[config.mk]
export PLATFORM = sky130hd
export DESIGN_NAME = clkdiv_top
export DESIGN_NICKNAME = d
export VERILOG_FILES = /design/src/rtl/clkdiv_pkg.sv /design/src/rtl/clkdiv_decode.sv /design/src/rtl/clkdiv_counter.sv /design/src/rtl/clkdiv_out.sv /design/src/rtl/clkdiv_top.sv
export SDC_FILE = /design/constraint.sdc
export NUM_CORES = 1
export LEC_CHECK = 0
export CORE_MARGIN = 3
export CORE_UTILIZATION = 46
export DETAILED_ROUTE_END_ITERATION = 8
export GPL_ROUTABILITY_DRIVEN = 1
export PLACE_DENSITY = 0.75
export SLEW_MARGIN = 20
export SYNTH_ARGS = -nofsm -noshare
export SYNTH_HDL_FRONTEND = slang
export SYNTH_SLANG_ARGS = --single-unit
[constraint.sdc]
create_clock -name clk_i -period 2.3 [get_ports clk_i]
set_clock_uncertainty 0.05 [all_clocks]
set_input_delay 0.23 -clock clk_i [delete_from_list [all_inputs] [get_ports clk_i]]
set_output_delay 0.23 -clock clk_i [all_outputs]
set_load 0.1 [all_outputs]
[src/rtl/clkdiv_pkg.sv]
package clkdiv_pkg;
  localparam int CFG_W    = 8;
  localparam int RATIO_W  = 5;
  localparam int EN_BIT   = 0;
  localparam int CODE_LSB = 1;
  localparam int INV_BIT  = CODE_LSB + RATIO_W;

  typedef logic [RATIO_W-1:0] code_t;

  typedef struct packed {
    logic  en;
    code_t code;
  } key_t;
endpackage

[src/rtl/clkdiv_decode.sv]
module clkdiv_decode
  import clkdiv_pkg::*;
(
  input  logic [CFG_W-1:0] cfg_i,
  output logic             en_o,
  output logic             inv_o,
  output code_t            code_o,
  output logic             active_o,
  output code_t            hi_last_o
);
  logic unused_rsvd;

  assign en_o        = cfg_i[EN_BIT];
  assign inv_o       = cfg_i[INV_BIT];
  assign code_o      = cfg_i[CODE_LSB +: RATIO_W];
  assign unused_rsvd = cfg_i[CFG_W-1];

  // divider acts only when enabled with a ratio above one
  assign active_o  = en_o && (code_o != '0);
  // last counter value of the high phase: ceil(N/2)-1 == code>>1
  assign hi_last_o = code_o >> 1;

  always_comb begin
    if (active_o) a_hi_range_r4 : assert (hi_last_o < code_o);
  end
endmodule

[src/rtl/clkdiv_counter.sv]
module clkdiv_counter
  import clkdiv_pkg::*;
(
  input  logic  clk_i,
  input  logic  rst_ni,
  input  logic  en_i,
  input  code_t code_i,
  input  logic  active_i,
  input  code_t hi_last_i,
  output logic  div_o
);
  code_t cnt_q, cnt_nxt;
  key_t  key_q, key_now;
  logic  changed;

  assign key_now = '{en: en_i, code: code_i};
  assign changed = (key_now != key_q);

  always_comb begin
    if (changed || (cnt_q >= code_i)) cnt_nxt = '0;
    else                              cnt_nxt = cnt_q + 1'b1;
  end

  always_ff @(posedge clk_i or negedge rst_ni) begin
    if (!rst_ni) begin
      cnt_q <= '0;
      div_o <= 1'b0;
      key_q <= '0;
    end else begin
      key_q <= key_now;
      if (!active_i) begin
        cnt_q <= '0;
        div_o <= 1'b0;
      end else begin
        cnt_q <= cnt_nxt;
        div_o <= (cnt_nxt <= hi_last_i);
      end
    end
  end

  p_cnt_bound_r2 : assert property (@(posedge clk_i) disable iff (!rst_ni)
    (active_i && !changed) |-> (cnt_q <= code_i));

  p_wrap_r2 : assert property (@(posedge clk_i) disable iff (!rst_ni)
    (active_i && !changed && cnt_q == code_i) |=> (cnt_q == '0 && div_o));

  p_restart_r8 : assert property (@(posedge clk_i) disable iff (!rst_ni)
    (active_i && changed) |=> (cnt_q == '0 && div_o));

  p_fall_r3 : assert property (@(posedge clk_i) disable iff (!rst_ni)
    (active_i && !changed && cnt_q == hi_last_i) |=> !div_o);

  p_rise_at_zero_r4 : assert property (@(posedge clk_i) disable iff (!rst_ni)
    $rose(div_o) |-> (cnt_q == '0));
endmodule

[src/rtl/clkdiv_out.sv]
module clkdiv_out (
  input  logic clk_i,
  input  logic div_i,
  input  logic active_i,
  input  logic inv_i,
  output logic clk_o
);
  logic pre_inv;

  assign pre_inv = active_i ? div_i : clk_i;
  assign clk_o   = pre_inv ^ inv_i;
endmodule

[src/rtl/clkdiv_top.sv]
module clkdiv_top
  import clkdiv_pkg::*;
(
  input  logic             clk_i,
  input  logic             rst_ni,
  input  logic [CFG_W-1:0] cfg_i,
  output logic             clk_o
);
  logic  en, inv, active, div;
  code_t code, hi_last;

  clkdiv_decode u_decode (
    .cfg_i     (cfg_i),
    .en_o      (en),
    .inv_o     (inv),
    .code_o    (code),
    .active_o  (active),
    .hi_last_o (hi_last)
  );

  clkdiv_counter u_counter (
    .clk_i     (clk_i),
    .rst_ni    (rst_ni),
    .en_i      (en),
    .code_i    (code),
    .active_i  (active),
    .hi_last_i (hi_last),
    .div_o     (div)
  );

  clkdiv_out u_out (
    .clk_i    (clk_i),
    .div_i    (div),
    .active_i (active),
    .inv_i    (inv),
    .clk_o    (clk_o)
  );

  p_reset_low_r9 : assert property (@(posedge clk_i) disable iff (!rst_ni)
    (!active) |=> ($past(active) || !div));
endmodule

**Word-level counts from Yosys, hierarchy flattened**

Cells that the tools add are included.

- Input bits: 10
- Word-level logic and storage cells: 16
- Latch bits: 0
- Bits in registers: 12
- Memory bits (writable): 0
- Memories: 0
- ROM bits: 0

- $lt $le $gt $ge: 2
- Shift-type cells: 0
- Eq/ne operators: 1
- Bitwise operators: 1
- Divide/modulo/power cells: 0
- Add/sub/neg operators: 1
- Multiplexer cells: 4
- $mul: 0
- Reductions and logical operators: 3

Operator list:

| kind | count |
|---|---|
| $mux 5 | 2 |
| $ne 6x6->1 | 1 |
| $add 5x1->5 const B | 1 |
| $ge 5x5->1 | 1 |
| $le 5x4->1 | 1 |
| $reduce_bool 5->1 | 1 |
| $mux 1 | 2 |
| $logic_and 1x1->1 | 1 |
| $logic_or 1x1->1 | 1 |
| $xor 1x1->1 | 1 |

**Logic depth before layout (Yosys ltp)**

Gate-level depths: netlist of run 1.

- Word-level depth: 5
- Gate-level depth with buffers: 12
- Depth with buffers taken out: 11

**By module**

A second synthesis of run 1 with hierarchy kept.

- Cell total of the unflattened synthesis: 85
- Area, all modules: 852.1 um^2

By module, submodules not included:

| module | instances | area each (um^2) | cells each |
|---|---|---|---|
| clkdiv_counter | 1 | 724.4 | 68 |
| clkdiv_decode | 1 | 108.9 | 15 |
| clkdiv_out | 1 | 18.8 | 2 |

==> results.toml, run 1 <==
[clocking]
cts_tree = "done"
clock_latency_ps = 400
clk_pin_slew_worst_paths_ps = 80
ctsHoldBuffers = 0

[logic_synthesis]
synth_nets = 88
ys_seq_elements = 12
synthCells = 68
syn-cell-area_um2 = 718
ys_warn_count = 0
synth_area_per_cell_um2 = 10.6
synth_cell_type_count = 21
yosysSeqAreaShare_pct = 41.8

[power]
swShare_pct = 35.6
power_frac_comb_pct = 12.0
p_int_uw = 470
p_seq_share_pct = 30.3
irDropWorstVdd_mv = 0.378
power.density_mw_per_mm2 = 635
leakagePower_uw = 0.000529
clock_power_share_pct = 57.7
switchingPower_uw = 259

[finish]
design_area_mm2 = 0.00115
multiInputGateArea_um2 = 498
fillers = 78
diodes = 0
final_util_pct = 83.1
fin_nets = 125
register_area_um2 = 300
drive_above_1_share_pct = 44.2
syn_to_final_growth_pct = 59.9

[sta]
finalMaxSlewViolations = 0
period_minus_slack_ps = 2340
fin_ws_ps = -40.5
period_share_pct = 102
rsz0062_at_grt = "true"
tightest_slew_ps = 558
fmax_ghz = 0.427
slew_headroom_pct = 62.7
whs_ps = 120
hold_viol_final = 0
setup_viol_count_final = 1

[place]
dpl_cell_area_um2 = 928
place_ws_ps = -941
numPortBuffers = 9
gp_congestion = 0.780
dp_hpwl_um = 1190

[worst_setup_path]
cp-end-kind = "flop"
cp_top_family = "compound AO/OA/AOI/OAI gates"
cp_slowest_cell = "dfrtp_1"
timing.rr.end = "u_counter.div_o$_DFF_PN0_"
r2r_cells = 11
cp.arrival_ps = 2630
max_stage_delay_ps = 420
critPathRequiredTime_ps = 2590
crit_fanout = 5
cp_common_cell = "a21oi_2"
r2r_start = "u_counter.cnt_q[2]$_DFF_PN0_"
path_buf_inv = 1
regToRegSetupSlack_ps = -40
crit_chain = "ha_4 > a21oi_2 > o21ai_2 > a311o_1 > buf_4 > nor2_2 > ha_1 > nand4b_1 > nand3_1 > a21oi_2 > o21a_1"
worstSetupPathType = "reg -> reg"
cp-start-kind = "flop"

[routing]
routed_wl_um = 2010
firstDrtPassIters = 4
drt.antenna.violating_nets = 0
route.detailed.drc = 0
vias = 671
viasPerCell = 5.64
post_drt_wl_per_cell_um = 16.9
drtIter0Drc = 37

[global_route]
grt_pass1_wl_um = 2740
track_usage_pct = 20.0
grt_pass1_vias = 648
grt_max_degree = 13
globalRouteOverflowTotal = 0
antenna_found_initial = 0

[worst_hold_path]
hold_path.class = "in -> reg"
whs_endpoint = "u_counter.key_q[3]$_DFF_PN0_"
hp-start = "cfg_i[4]"
hold_depth = 1

[die]
start_util_pct = 51.9
coreArea_mm2 = 0.00138
io_pins = 11
std_cell_rows = 13
die_y_um = 45.5
die_area_mm2 = 0.00207
chipWidth_um = 45.5

[status]
failed_checks = "setup timing"
status = "finished with violations"

[flow_run]
maxCapViolCount = 0
==> timing repair <==
| item | in CTS | in global routing |
|---|---|---|
| pin swaps | 4 | 10 |
| buffers inserted | 1 | 7 |
| resized for setup | 19 | 13 |
| endpoints found under the setup margin | 2 | 1 |
==> power groups by stage <==
stage	Clock, uW	Combinational (uW)	Sequential, uW
2_1_floorplan	113	28.0	224
3_5_place_dp	135	71.5	224
6_report	420	87.8	221
5_1_grt	439	95.6	221
3_3_place_gp	135	69.4	224
4_1_cts	427	74.2	221
==> Yosys cell counts <==
cell type,count,area [um2]
nand2b_1,1,6.26
nand4b_1,1,8.76
clkbuf_1,1,3.75
nor3_1,5,25.0
mux2i_1,1,10.0
o21ai_4,1,16.3
dfrtp_1,12,300
nor2_1,3,11.3
o21ai_0,1,5.00
or4_4,1,11.3
o21a_1,1,7.51
nand3_1,5,25.0
nor2b_1,1,6.26
nand4_1,2,12.5
xor2_1,2,17.5
nand2_1,1,3.75
a311o_1,1,10.0
a21oi_1,4,20.0
xnor2_1,8,70.1
ha_1,10,125
inv_1,6,22.5
==> registers in the layout (all words and copies together), names as in the netlist <==
signal / flops
u_counter.div_o: 1
u_counter.cnt_q: 5
u_counter.key_q: 6
==> metal layers <==
layer	track usage, %	part of all wire [%]
met3	7.91	4.3
met5	0	0
met1	23.5	41
met2	29.0	49
met4	14.6	4.8
==> how the worst max path moves through the flow <==
| stage | from | to | slack, ps | depth (start not counted) |
|---|---|---|---|---|
| 2_1_floorplan | cfg_i[3] | clk_o | -4 | 4 |
| 3_3_place_gp | cfg_i[4] | clk_o | -920 | 6 |
| 3_5_place_dp | cfg_i[4] | clk_o | -940 | 6 |
| 4_1_cts | u_counter.cnt_q[2]$_DFF_PN0_ | u_counter.div_o$_DFF_PN0_ | 30 | 10 |
| 5_1_grt | u_counter.cnt_q[0]$_DFF_PN0_ | u_counter.div_o$_DFF_PN0_ | -180 | 12 |
| 6_report | u_counter.cnt_q[2]$_DFF_PN0_ | u_counter.div_o$_DFF_PN0_ | -40 | 11 |
==> stage by stage <==
step	std cells	power, uW	setup TNS (ps)
after floorplan	68	365	-3.52
after global placement	104	429	-1880
after detailed placement	104	431	-2010
after CTS	112	722	0
after global routing	119	756	-185
final	119	729	-40.5
==> layout by cell type (no fill, tap or decap) <==
cell,instances
dlygate4sd2_1,5
buf_6,3
mux2i_4,1
xnor2_1,7
a21oi_2,4
nand4_1,2
nand4b_1,1
nor2_2,1
nand3_1,5
or4_4,1
dfrtp_1,12
clkdlybuf4s50_1,3
inv_2,1
clkbuf_4,6
nand2b_4,1
buf_4,19
xnor2_2,1
o21ai_2,1
xor2_1,2
ha_1,6
nor3_1,5
nand2_1,1
o21ai_4,1
clkbuf_8,1
ha_4,4
inv_1,5
nor2_1,2
o21a_1,1
a311o_1,1
nor2b_4,1
==> area by class of cell <==
type,count,area share [%]
Clock buffer,8,6.10
Inverter,6,1.96
Multi-Input combinational cell,49,43.4
Sequential cell,12,26.1
Tap cell,15,1.63
Timing Repair Buffer,29,20.8
==> cells by family (layout without fill, tap and decap cells) <==
| logic type | Yosys count | count (layout) | share of synthesized area (%) |
|---|---|---|---|
| AND/OR/NAND/NOR | 20 | 20 | 15.3 |
| flip-flops | 12 | 12 | 41.8 |
| adder cells (fa/ha/maj) | 10 | 10 | 17.4 |
| XOR/XNOR | 10 | 10 | 12.2 |
| AO/OA/AOI/OAI | 8 | 8 | 8.19 |
| buffers and inverters | 7 | 43 | 3.66 |
| multiplexers | 1 | 1 | 1.39 |
==> worst register-to-register path: cells and delay by family (launching register included) <==
| family | cells | cell delay [ps] |
|---|---|---|
| compound gates | 5 | 880 |
| fa+ha+maj | 2 | 480 |
| buf+inv | 1 | 180 |
| flops | 1 | 420 |
| simple gates | 3 | 280 |
Power figures use the tool's default switching activity.
==> inputs of run 2 (changes only) <==
--- a/config.mk
+++ b/config.mk
@@ -5,11 +5,14 @@
 export SDC_FILE = /design/constraint.sdc
 export NUM_CORES = 1
 export LEC_CHECK = 0
+export CELL_PAD_IN_SITES_DETAIL_PLACEMENT = 1
+export CELL_PAD_IN_SITES_GLOBAL_PLACEMENT = 1
 export CORE_MARGIN = 3
-export CORE_UTILIZATION = 46
+export CORE_UTILIZATION = 36
 export DETAILED_ROUTE_END_ITERATION = 8
 export GPL_ROUTABILITY_DRIVEN = 1
 export PLACE_DENSITY = 0.75
+export REMOVE_ABC_BUFFERS = 1
 export SLEW_MARGIN = 20
 export SYNTH_ARGS = -nofsm -noshare
 export SYNTH_HDL_FRONTEND = slang
==> results.toml, run 2 (same netlist as run 1, synthesis figures left out) <==
[worst_setup_path]
critPathRequiredTime_ps = 2600
cp_top_family = "compound AO/OA/AOI/OAI gates"
cp-start-kind = "flop"
cp-end-kind = "flop"
cp.arrival_ps = 2640
crit_fanout = 6
max_stage_delay_ps = 420
cp_slowest_cell = "dfrtp_1"
regToRegSetupSlack_ps = -40
path_buf_inv = 0
cp_common_cell = "a21oi_2"
worstSetupPathType = "reg -> reg"
crit_chain = "ha_4 > a21oi_2 > nand4_1 > a311o_2 > nor2_1 > ha_1 > a21oi_2 > nand3_1 > a21oi_2 > o21a_1"

[die]
coreArea_mm2 = 0.00180
chipWidth_um = 50.7
start_util_pct = 39.9
die_area_mm2 = 0.00257
io_pins = 11
std_cell_rows = 15
die_y_um = 50.7

[finish]
drive_above_1_share_pct = 41.9
stdcell_count = 130
syn_to_final_growth_pct = 58.4
reg_top3 = "u_counter.key_q (6), u_counter.cnt_q (5), u_counter.div_o (1)"
final_common_cell = "buf_4"
largest_reg_flops = 6
fin_nets = 126
design_area_mm2 = 0.00114
layout_common_cells = "buf_4, dfrtp_1, xnor2_1, ha_1, clkbuf_4"
top_register = "u_counter.key_q"
diodes = 0

[sta]
period_share_pct = 102
slew_headroom_pct = 62.4
hold_viol_final = 0
setup_viol_count_final = 1
rsz0062_at_grt = "true"
fin_ws_ps = -38.3
fmax_ghz = 0.428
whs_ps = 94.2
setup_tns_ps = -38.3
period_minus_slack_ps = 2340
finalMaxSlewViolations = 0
tightest_slew_ps = 562

[routing]
post_drt_wl_per_cell_um = 19.1
firstDrtPassIters = 4
route.detailed.drc = 0
drt.antenna.violating_nets = 0
routed_wl_um = 2480
viasPerCell = 5.29
drtIter0Drc = 7
vias = 688

[clocking]
cts_tree = "done"
clk_pin_slew_worst_paths_ps = 80
ctsHoldBuffers = 0
clock_latency_ps = 410

[place]
dpl_cell_area_um2 = 956
place_ws_ps = -838
dp_hpwl_um = 1490
numPortBuffers = 9
dp_cells = 117
gp_congestion = 0.765

[status]
status = "finished with violations"
failed_checks = "setup timing"

[power]
leakagePower_uw = 0.000514
irDropWorstVdd_mv = 0.750
power.density_mw_per_mm2 = 635

[global_route]
grt_pass1_wl_um = 4170
grt_pass1_vias = 853
grt_max_degree = 13
antenna_found_initial = 0
track_usage_pct = 24.2
globalRouteOverflowTotal = 0

[worst_hold_path]
hold_path.class = "in -> reg"

[flow_run]
maxCapViolCount = 0
[run 2: repair_timing]
item                                    CTS  global route
endpoints found under the setup margin    2             2
resized for setup                        25             4
setup buffers                             5             1
pin swaps                                10             5
[run 2: cell type report]
type | count | area (um2)
timing repair buffer | 30 | 250
tap | 25 | 31.3
inverter | 6 | 22.5
fill | 205 | 664
sequential | 12 | 300
clock buffer | 8 | 70.1
multi-input combinational | 49 | 463
[run 2: stage by stage]
step	power, uW	util [%]
after floorplan	355	-
after global placement	419	53.1
after detailed placement	422	53.1
after CTS	712	61.8
after global routing	755	63.1
final	722	63.1
[run 2: worst reg2reg max path, cell delays in order (launching register included)]
cell and delay (ps):
dfrtp_1 420, ha_4 240, a21oi_2 150, nand4_1 100, a311o_2 380, nor2_1 120, ha_1 290, a21oi_2 140
nand3_1 100, a21oi_2 160, o21a_1 140
[run 2: report_power, final]
part	total, uW	switching, uW	internal, uW
Sequential	222	4.10	218
Clock	414	215	199
Combinational	86.0	42.0	44.0
[run 2: final timing paths]
kind | endpoint | cells past startpoint | from
max reg2reg | u_counter.div_o$_DFF_PN0_ | 10 | u_counter.cnt_q[4]$_DFF_PN0_
max | u_counter.div_o$_DFF_PN0_ | 10 | u_counter.cnt_q[4]$_DFF_PN0_
min | u_counter.key_q[4]$_DFF_PN0_ | 1 | cfg_i[5]
max in group asynchronous | u_counter.key_q[0]$_DFF_PN0_ | 1 | rst_ni
min reg2reg | u_counter.cnt_q[0]$_DFF_PN0_ | 3 | u_counter.cnt_q[0]$_DFF_PN0_
min in group asynchronous | u_counter.key_q[2]$_DFF_PN0_ | 1 | rst_ni
[run 2: per-layer routing]
| metal | routed length, um | share of wire, % | track usage, % | vias to the layer above |
|---|---|---|---|---|
| met3 | 115 | 4.6 | 8.31 | 15 |
| met2 | 1260 | 51 | 42.8 | 21 |
| met4 | 73 | 2.9 | 16.1 | 0 |
| li1 | - | - | - | 313 |
| met1 | 1030 | 42 | 23.5 | 339 |
| met5 | 0 | 0 | 0 | - |
